### src/rtl/pi_step_pkg.sv
package pi_step_pkg;
  typedef enum logic [1:0] {
    ST_IDLE   = 2'd0,
    ST_LAUNCH = 2'd1,
    ST_BUSY   = 2'd2,
    ST_DONE   = 2'd3
  } pi_state_e;
endpackage

### src/rtl/pi_booth_mul.sv
module pi_booth_mul #(
  parameter int MC_W = 64,
  parameter int MP_W = 19
) (
  input  logic                   clk,
  input  logic                   rst_n,
  input  logic                   start,
  input  logic [MC_W-1:0]        mcand,
  input  logic [MP_W-1:0]        mplier,
  output logic [MC_W+MP_W-1:0]   product,
  output logic                   done
);
  localparam int ACC_W = MC_W + 1;
  localparam int CNT_W = $clog2(MP_W + 1);
  localparam int CAT_W = ACC_W + MP_W + 1;
  localparam logic [CNT_W-1:0] LAST = CNT_W'(MP_W - 1);

  logic [ACC_W-1:0] acc_q, acc_n;
  logic [MP_W-1:0]  mq_q, mq_n;
  logic             q1_q, q1_n;
  logic [MC_W-1:0]  mc_q, mc_n;
  logic [CNT_W-1:0] cnt_q, cnt_n;
  logic             run_q, run_n;
  logic             done_q, done_n;

  logic [ACC_W-1:0] mc_ext;
  logic [ACC_W-1:0] acc_sum;
  logic [CAT_W-1:0] cat_sh;

  assign mc_ext = {mc_q[MC_W-1], mc_q};

  // Booth recoding of the current multiplier bit pair
  always_comb begin
    unique case ({mq_q[0], q1_q})
      2'b01:   acc_sum = acc_q + mc_ext;
      2'b10:   acc_sum = acc_q - mc_ext;
      default: acc_sum = acc_q;
    endcase
    cat_sh = CAT_W'($signed({acc_sum, mq_q, q1_q}) >>> 1);
  end

  always_comb begin
    acc_n  = acc_q;
    mq_n   = mq_q;
    q1_n   = q1_q;
    mc_n   = mc_q;
    cnt_n  = cnt_q;
    run_n  = run_q;
    done_n = done_q;
    if (start) begin
      acc_n  = '0;
      mq_n   = mplier;
      q1_n   = 1'b0;
      mc_n   = mcand;
      cnt_n  = '0;
      run_n  = 1'b1;
      done_n = 1'b0;
    end else if (run_q) begin
      {acc_n, mq_n, q1_n} = cat_sh;
      cnt_n = cnt_q + 1'b1;
      if (cnt_q == LAST) begin
        run_n  = 1'b0;
        done_n = 1'b1;
      end
    end
  end

  always_ff @(posedge clk or negedge rst_n) begin
    if (!rst_n) begin
      acc_q  <= '0;
      mq_q   <= '0;
      q1_q   <= 1'b0;
      mc_q   <= '0;
      cnt_q  <= '0;
      run_q  <= 1'b0;
      done_q <= 1'b0;
    end else begin
      acc_q  <= acc_n;
      mq_q   <= mq_n;
      q1_q   <= q1_n;
      mc_q   <= mc_n;
      cnt_q  <= cnt_n;
      run_q  <= run_n;
      done_q <= done_n;
    end
  end

  assign product = {acc_q[MC_W-1:0], mq_q};
  assign done    = done_q;

  AST_DONE_STICKY: assert property (@(posedge clk) disable iff (!rst_n)
    (done && !start) |=> done);
  AST_START_CLEARS: assert property (@(posedge clk) disable iff (!rst_n)
    start |=> !done);
endmodule

### src/rtl/pi_trim_sat.sv
module pi_trim_sat #(
  parameter int IN_W  = 84,
  parameter int DROP  = 41,
  parameter int OUT_W = 20
) (
  input  logic             clk,
  input  logic             rst_n,
  input  logic [IN_W-1:0]  din,
  output logic [OUT_W-1:0] dout
);
  localparam int TW = IN_W - DROP;
  localparam logic [OUT_W-1:0] POS_MAX = {1'b0, {(OUT_W-1){1'b1}}};
  localparam logic [OUT_W-1:0] NEG_MIN = {1'b1, {(OUT_W-1){1'b0}}};

  logic [TW-1:0] trimmed;
  assign trimmed = din[IN_W-1:DROP];

  generate
    if (TW > OUT_W) begin : g_clamp
      logic [TW-OUT_W:0] top_bits;
      logic              ovf;
      assign top_bits = trimmed[TW-1:OUT_W-1];
      assign ovf      = !((&top_bits) || !(|top_bits));
      assign dout     = ovf ? (trimmed[TW-1] ? NEG_MIN : POS_MAX)
                            : trimmed[OUT_W-1:0];

      AST_CLAMP_EXTREME: assert property (@(posedge clk) disable iff (!rst_n)
        ovf |-> (dout == POS_MAX || dout == NEG_MIN));
      AST_CLAMP_SIGN: assert property (@(posedge clk) disable iff (!rst_n)
        ovf |-> (dout[OUT_W-1] == din[IN_W-1]));
    end else begin : g_extend
      assign dout = OUT_W'($signed(trimmed));
    end
  endgenerate
endmodule

### src/rtl/pi_step_unit.sv
module pi_step_unit
  import pi_step_pkg::*;
#(
  parameter int ADC_W     = 18,
  parameter int DAC_W     = 20,
  parameter int GAIN_INT  = 21,
  parameter int GAIN_FRAC = 43,
  localparam int GAIN_W   = GAIN_INT + GAIN_FRAC,
  localparam int ERR_W    = ADC_W + 1,
  localparam int PROD_W   = GAIN_W + ERR_W,
  localparam int ADJ_W    = PROD_W + 1
) (
  input  logic              clk,
  input  logic              rst_n,
  input  logic              arm,
  input  logic [ADC_W-1:0]  setpt,
  input  logic [ADC_W-1:0]  meas,
  input  logic [GAIN_W-1:0] gain_p,
  input  logic [GAIN_W-1:0] gain_i,
  input  logic [ERR_W-1:0]  err_prev,
  input  logic [ADJ_W-1:0]  adj_prev,
  output logic              finished,
  output logic [ERR_W-1:0]  err_cur,
  output logic [ADJ_W-1:0]  adj_next,
  output logic [DAC_W-1:0]  dac_step
);
  localparam int KEEP_FRAC = DAC_W - ADC_W;
  localparam int DROP      = GAIN_FRAC - KEEP_FRAC;

  // reset: asynchronous assert, synchronous release
  logic [1:0] rst_sync_q;
  logic       rst_ni;
  always_ff @(posedge clk or negedge rst_n) begin
    if (!rst_n) rst_sync_q <= 2'b00;
    else        rst_sync_q <= {rst_sync_q[0], 1'b1};
  end
  assign rst_ni = rst_sync_q[1];

  pi_state_e st_q, st_n;
  logic cap_en;
  logic [GAIN_W-1:0] gp_q, gi_q;
  logic [ERR_W-1:0]  ep_q, err_q, err_calc;
  logic [ADJ_W-1:0]  ap_q;
  logic [PROD_W-1:0] prod_i, prod_p;
  logic done_i, done_p, both_done, mul_go;

  assign cap_en    = (st_q == ST_IDLE) && arm;
  assign mul_go    = (st_q == ST_LAUNCH);
  assign both_done = done_i & done_p;
  assign err_calc  = {meas[ADC_W-1], meas} - {setpt[ADC_W-1], setpt};

  always_comb begin
    st_n = st_q;
    unique case (st_q)
      ST_IDLE:   if (arm) st_n = ST_LAUNCH;
      ST_LAUNCH: st_n = ST_BUSY;
      ST_BUSY:   if (both_done) st_n = ST_DONE;
      ST_DONE:   if (!arm) st_n = ST_IDLE;
      default:   st_n = ST_IDLE;
    endcase
  end

  always_ff @(posedge clk or negedge rst_ni) begin
    if (!rst_ni) st_q <= ST_IDLE;
    else         st_q <= st_n;
  end

  // operand capture, enabled only on the capture edge
  always_ff @(posedge clk or negedge rst_ni) begin
    if (!rst_ni) begin
      gp_q  <= '0;
      gi_q  <= '0;
      ep_q  <= '0;
      ap_q  <= '0;
      err_q <= '0;
    end else if (cap_en) begin
      gp_q  <= gain_p;
      gi_q  <= gain_i;
      ep_q  <= err_prev;
      ap_q  <= adj_prev;
      err_q <= err_calc;
    end
  end

  pi_booth_mul #(.MC_W(GAIN_W), .MP_W(ERR_W)) u_mul_i (
    .clk(clk), .rst_n(rst_ni), .start(mul_go),
    .mcand(gi_q), .mplier(err_q), .product(prod_i), .done(done_i)
  );

  pi_booth_mul #(.MC_W(GAIN_W), .MP_W(ERR_W)) u_mul_p (
    .clk(clk), .rst_n(rst_ni), .start(mul_go),
    .mcand(gp_q), .mplier(ep_q), .product(prod_p), .done(done_p)
  );

  assign adj_next = ap_q + {prod_i[PROD_W-1], prod_i} - {prod_p[PROD_W-1], prod_p};

  pi_trim_sat #(.IN_W(ADJ_W), .DROP(DROP), .OUT_W(DAC_W)) u_trim (
    .clk(clk), .rst_n(rst_ni), .din(adj_next), .dout(dac_step)
  );

  assign finished = (st_q == ST_DONE);
  assign err_cur  = err_q;

  AST_FIN_BOTH_DONE: assert property (@(posedge clk) disable iff (!rst_ni)
    finished |-> (done_i && done_p));
  AST_FIN_HELD: assert property (@(posedge clk) disable iff (!rst_ni)
    (finished && arm) |=> finished);
  AST_FIN_RELEASE: assert property (@(posedge clk) disable iff (!rst_ni)
    (finished && !arm) |=> !finished);
  AST_OPERANDS_FROZEN: assert property (@(posedge clk) disable iff (!rst_ni)
    (st_q != ST_IDLE) |=> ($stable(err_q) && $stable(ap_q)));
endmodule

### config.mk
export PLATFORM = sky130hd
export DESIGN_NAME = pi_step_unit
export DESIGN_NICKNAME = d
export VERILOG_FILES = /design/src/rtl/pi_step_pkg.sv /design/src/rtl/pi_booth_mul.sv /design/src/rtl/pi_trim_sat.sv /design/src/rtl/pi_step_unit.sv
export SDC_FILE = /design/constraint.sdc
export NUM_CORES = 2
export LEC_CHECK = 0
export BUFFER_PORTS_ARGS = -buffer_cell sky130_fd_sc_hd__buf_2
export CORE_ASPECT_RATIO = 0.75
export CORE_MARGIN = 1.5
export CORE_UTILIZATION = 40
export DETAILED_ROUTE_END_ITERATION = 8
export HOLD_SLACK_MARGIN = 0.05
export PLACE_DENSITY = 0.6
export SKIP_LAST_GASP = 1
export SYNTH_ARGS = -nofsm -noshare
export SYNTH_HDL_FRONTEND = slang
export SYNTH_SLANG_ARGS = --single-unit
### constraint.sdc
create_clock -name clk -period 20.1 [get_ports clk]
set_input_delay 1.005 -clock clk [delete_from_list [all_inputs] [get_ports clk]]
set_output_delay 1.005 -clock clk [all_outputs]
set_load 0.01 [all_outputs]
# Yosys cells after proc, flatten, opt, wreduce, memory -nomap -nowiden
# Index checks and enable logic that the tools add are counted.
# totals
reg_bits,566
output_inout_bits,124
input_bits,270
wordCells,92
# op_classes
n_bitwise,1
n_addsub,9
reduce_logical,13
n_mux,36
eq_ne,12
# op_table
operator,count
65-bit 2-to-1 mux,4
65-bit one-hot mux with 2 select lines,2
65-bit adder,2
65-bit subtractor,2
84-bit adder,1
84-bit subtractor,1
19-bit 2-to-1 mux,4
20-bit 2-to-1 mux,2
24-bit AND reduction,1
24-bit OR reduction,1
5-bit 2-to-1 mux,4
18-bit by 18-bit subtractor with 19-bit output,1
1-bit 2-to-1 mux,16
"5-bit by 1-bit adder with 5-bit output, second input constant",2
"5-bit equality test, second input constant",2
"2-bit equality test, second input constant",4
2-bit one-hot mux with 4 select lines,1
2-bit nonzero test,4
"2-bit by 1-bit equality test with 1-bit output, second input constant",3
2-bit 2-to-1 mux,3
"2-bit != test, second input constant",3
2-bit AND reduction,2
3-bit AND reduction,1
2-bit logical NOT,1
other kinds (4),4

# Depth between registers and ports, before layout
# logic_depth
depth_word,6
depth_mapped,27
depth_no_buf,24

# Hierarchy
# A second synthesis with hierarchy kept.
# hier_totals
hier_cells,4778
hier_area_um2,42928.7
# modules_own_cells
mod,cells_per_inst,seq_area_each_um2,area_each_um2,n_inst
pi_step_unit,1905,6356.1,18485.2,1
pi_booth_mul (u_mul_i),1417,3878.7,12109.1,1
pi_booth_mul (u_mul_p),1395,3878.7,11926.4,1
pi_trim_sat,61,0.0,407.9,1

# Worst setup path after synthesis
# No wires, ideal clock.
# synth_path
path_type,reg2out
from,reg u_mul_i.acc_q[50]
to,out dac_step[10]
stages_incl_launch_ff,21
t_required_ns,19.095
n_path_buf,3
path_slack_ns,14.422
arrival_time_ns,4.673
path_cell_list,dfrtp_1 > inv_1 > fa_1 > inv_1 > ha_1 > buf_6 > a21o_1 > a21o_1 > a221oi_4 > o221ai_2 > a41oi_2 > o41ai_1 > or4_4 > a2111oi_4 > nand3_1 > or4_1 > and4bb_2 > a31o_1 > buf_6 > buf_12 > a21o_1
# synth_via
elab_chain_cells,6
elab_cells_between_ends,8
cone_classes,2 x add/sub; 2 x mux; 4 x reduce/logical
# synth_lines
item,line_no,source
start: declaration,pi_booth_mul.sv:18,"logic [ACC_W-1:0] acc_q, acc_n;"
start signal: assignment,pi_booth_mul.sv:78,acc_q <= acc_n;
84-bit adder (*),pi_step_unit.sv:95,"assign adj_next = ap_q + {prod_i[PROD_W-1], prod_i} - {prod_p[PROD_W-1], prod_p};"
84-bit subtractor (*),pi_step_unit.sv:95,
24-bit OR reduction,pi_trim_sat.sv:23,assign ovf = !((&top_bits) || !(|top_bits));
1-bit logical NOT,pi_trim_sat.sv:23,
1-bit logical OR,pi_trim_sat.sv:23,
20-bit 2-to-1 mux (*),pi_trim_sat.sv:24,assign dout = ovf ? (trimmed[TW-1] ? NEG_MIN : POS_MAX)
end: declaration,pi_step_unit.sv:25,output logic [DAC_W-1:0] dac_step
# Mark *: on every way between the ends. The rest lies on a longest branch, timed or not.

# Worst setup path in the final report
# layout_path
from,reg u_mul_i.mq_q[1]
to,out dac_step[0]
# layout_via
elab_chain_cells,6
elab_cells_between_ends,8
cone_classes,2 x add/sub; 2 x mux; 4 x reduce/logical
# layout_lines
item,line_no,source
start: declaration,pi_booth_mul.sv:19,"logic [MP_W-1:0] mq_q, mq_n;"
start signal: assignment,pi_booth_mul.sv:79,mq_q <= mq_n;
84-bit adder (*),pi_step_unit.sv:95,
84-bit subtractor (*),pi_step_unit.sv:95,
24-bit OR reduction,pi_trim_sat.sv:23,
1-bit logical NOT,pi_trim_sat.sv:23,
1-bit logical OR,pi_trim_sat.sv:23,
20-bit 2-to-1 mux (*),pi_trim_sat.sv:24,
# Marks and branches as above.

==> flow_summary_export.csv <==
group,metric,value,unit
floorplanning,die_width,377,µm
worst_setup_path,r2r_cells,21,
synth,synth-compound-area-share,18.2,%
clock_network,clock_path_buffers,3,
synth,synth_fa_ha_area_share,11.4,%
routing,wl_per_cell,21.3,µm
synth,synth-edff-count,0,
timing,tightest_slew,1150,ps
timing,finalMaxSlewViolations,0,
global_routing,first_global_vias,33051,
synth,ys_dominant_reg_cell,"dfrtp_1",
routing,drtIter0Drc,3617,
synth,yosysSeqAreaShare,33.6,%
worst_setup_path,crit_path_start_kind,"flop",
synth,synth-async-reset-ratio,100,%
timing,fin_skew,40.3,ps
global_routing,grt_max_degree,162,
synth,synthCells,4687,
finish,layout.nets,5535,
timing,max_clock_freq,131,MHz
worst_setup_path,r2r_start,"u_mul_i.mc_q[9]$_DFFE_PN0P_",
finish,drive_gt1_share,18.2,%
timing,hold_viol,0,
worst_setup_path,ff2ff_setup_slack,13280,ps
clock_network,cts_root_buf,"clkbuf_16",
worst_setup_path,r2r_end,"u_mul_i.acc_q[63]$_DFFE_PN0P_",
synth,synth_xor_xnor_area_share,6.72,%
finish,fill_cells,10167,
synth,synthMuxAreaShare,10.6,%
finish,synthToLayoutAreaGrowth,12.8,%
place,placed_cell_area,45000,µm²
place,portBuffers,393,
clock_network,htreeDepth,3,
place,routabilityCongestion,0.953,
global_routing,grt_pass1_wl,205,mm
floorplanning,die_h,283,µm
worst_setup_path,end_kind,"primary output",
timing,holdWs,128,ps
worst_setup_path,crit_fanout,19,
floorplanning,die_area,107000,µm²
timing,fin_crit_sh,38.1,%
routing,dr_total_vias,35509,
finish,finalInstanceArea,47300,µm²
synth,synth_warnings,0,
routing,drc,0,
clock_network,numCtsBuffers,68,
clock_network,clk_latency,680,ps
timing,fin_crit,7660,ps
floorplanning,core,104000,µm²
timing,fin_setup_tns,0,ps
clock_network,holdBufCountCts,0,
global_routing,antenna_found_initial,10,
routing,first_pass_iters,6,
synth,syn_nets,5286,
synth,synth-simple-area-share,13.3,%
routing,avgViaCountPerCell,5.55,
worst_hold_path,worst_hold_path_type,"primary input to async pin",
synth,synth_cell_type_count,95,
timing,finalSetupViolCount,0,
global_routing,grt_usage,25.0,%
run_status,outcome,"completed",
worst_setup_path,path_class,"flop to primary output",
synth,syn_area,42000,µm²
global_routing,gr-total-overflow,0,
floorplanning,ios,394,
clock_network,cts.sinks,564,
clock_network,post_cts_resized,0,
flow_run,drv_cap,0,
timing,rsz0062_at_grt,"false",
routing,antenna_left,0,
clock_network,cts_tree,"done",
synth,synth_top_family_by_area,"compound AO/OA/AOI/OAI gates",
timing,relSlewSlack,21.2,%
clock_network,path_clk_slew,60,ps
clock_network,cts_setup_buffers,0,
floorplanning,fp-row-count,102,
finish,fin_util,45.7,%
floorplanning,initial_core_util,40.5,%
synth,ys_ff_latch,564,
synth,syn_area_per_cell,8.95,µm²
worst_setup_path,crit_arrival,6660,ps
worst_setup_path,required,19090,ps
place,dp_hpwl,108,mm
routing,wl,136,mm
## flip-flops by register name (all words and copies together) (netlist names)
register	flops
u_mul_p.q1_q	1
st_q	2
gi_q	64
gp_q	64
u_mul_p.acc_q	64
u_mul_i.cnt_q	5
u_mul_i.done	1
err_cur	19
rst_sync_q	2
ep_q	19
u_mul_i.mq_q	19
u_mul_i.run_q	1
u_mul_p.done	1
ap_q	84
u_mul_p.cnt_q	5
u_mul_p.mc_q	64
u_mul_i.acc_q	64
u_mul_i.q1_q	1
u_mul_p.run_q	1
u_mul_i.mc_q	64
u_mul_p.mq_q	19
## synthesized netlist by cell type (11+ instances only)
cell type	count	share of area, %
mux2i_1	59	1.4
nor3b_1	16	0.29
a31oi_1	45	0.67
ha_1	243	7.2
o21ai_0	316	3.8
nor3_1	81	0.97
nor2_1	383	3.4
o21bai_1	38	0.68
o31ai_1	18	0.32
mux2_2	341	9.2
a21o_1	140	2.5
or2_2	11	0.16
nand2_1	335	3.0
buf_1	17	0.15
nand4_1	77	1.1
nor4_1	24	0.36
inv_1	441	3.9
dfrtp_1	564	34
buf_2	12	0.14
o211ai_1	87	1.6
and2_1	19	0.28
a211oi_1	64	1.1
nor2b_1	30	0.45
a311oi_1	13	0.27
a21oi_1	329	3.9
clkbuf_1	197	1.8
nand3_1	70	0.84
nand2b_1	37	0.55
or3_1	28	0.42
and3_1	34	0.51
xor2_1	86	1.8
fa_1	86	4.1
xnor2_1	236	4.9
o21a_1	32	0.57
a21boi_0	12	0.21
## cell families (layout without fill, tap and decap cells)
| logic type | after synthesis | in the layout |
|---|---|---|
| AOI/OAI and AO/OA | 1209 | 1209 |
| xor gates and xnor gates | 322 | 322 |
| adders and majority gates | 329 | 329 |
| buffers and inverters | 671 | 971 |
| DFF | 564 | 564 |
| muxes | 401 | 401 |
| other | 1 | 6 |
| and+or+nand+nor | 1190 | 1190 |
## final cells by class
class	instances	area [µm²]	area share [%]
multi-input cells	3452	25300	53.5
flip-flops and latches	564	14100	29.8
repair buffers	409	2150	4.54
clock buffers	90	1940	4.09
well taps	1404	1760	3.71
inverters	441	1660	3.50
clock inverters	31	395	0.835
diodes	5	12.5	0.0264
## critical path, stage by stage (launching register included)
cell and delay, ps:
dfrtp_1 360, inv_1 70, fa_1 500, inv_1 70, fa_1 460, a21oi_1 230
o22ai_1 210, a21oi_1 360, a311oi_1 230, nor3b_2 490, o21ai_2 230, mux2_1 380
and2_1 190, or3_1 320, or4_1 390, and4bb_2 360, a31o_1 750, a21o_1 220
buf_2 130
## how the worst max path moves through the flow
stage	cells past startpoint	to	from
floorplan	0	ap_q[0]$_DFFE_PN0P_	rst_sync_q[1]$_DFF_PN0_
global placement	18	dac_step[3]	u_mul_i.mq_q[7]$_DFFE_PN0P_
detailed placement	18	dac_step[18]	u_mul_i.mq_q[1]$_DFFE_PN0P_
CTS	18	dac_step[18]	u_mul_i.mq_q[1]$_DFFE_PN0P_
global route	18	dac_step[18]	u_mul_i.mq_q[3]$_DFFE_PN0P_
finish	18	dac_step[0]	u_mul_i.mq_q[1]$_DFFE_PN0P_
## per-layer routing
layer	global-route usage (%)	share of wire, %
met5	0	0.034
met4	5.74	2.2
met3	5.09	7.9
met2	33.3	39
met1	40.2	51
## cell usage in the layout (no fill, tap or decap), drive strengths merged, types with 77 or more instances in the layout
master and n:
nor3 81, a21o 140, xor2 86, nand4 77, xnor2 236, nand2 336
mux2 342, clkbuf 90, dfrtp 564, o21ai 323, a21oi 329, buf 409
o211ai 87, nor2 383, fa 86, ha 243, inv 449
## metrics by stage
stage | setup slack (ps) | cells
final | 12440 | 6396
after global routing | 11930 | 6394
after CTS | 12400 | 6391
after detailed placement | 13160 | 6270
after global placement | 13140 | 6270
after floorplan | 3220 | 4687
Power is left out: the tool's default activity adds up to more than one toggle a clock period on the data nets, which glitch-free logic cannot reach.
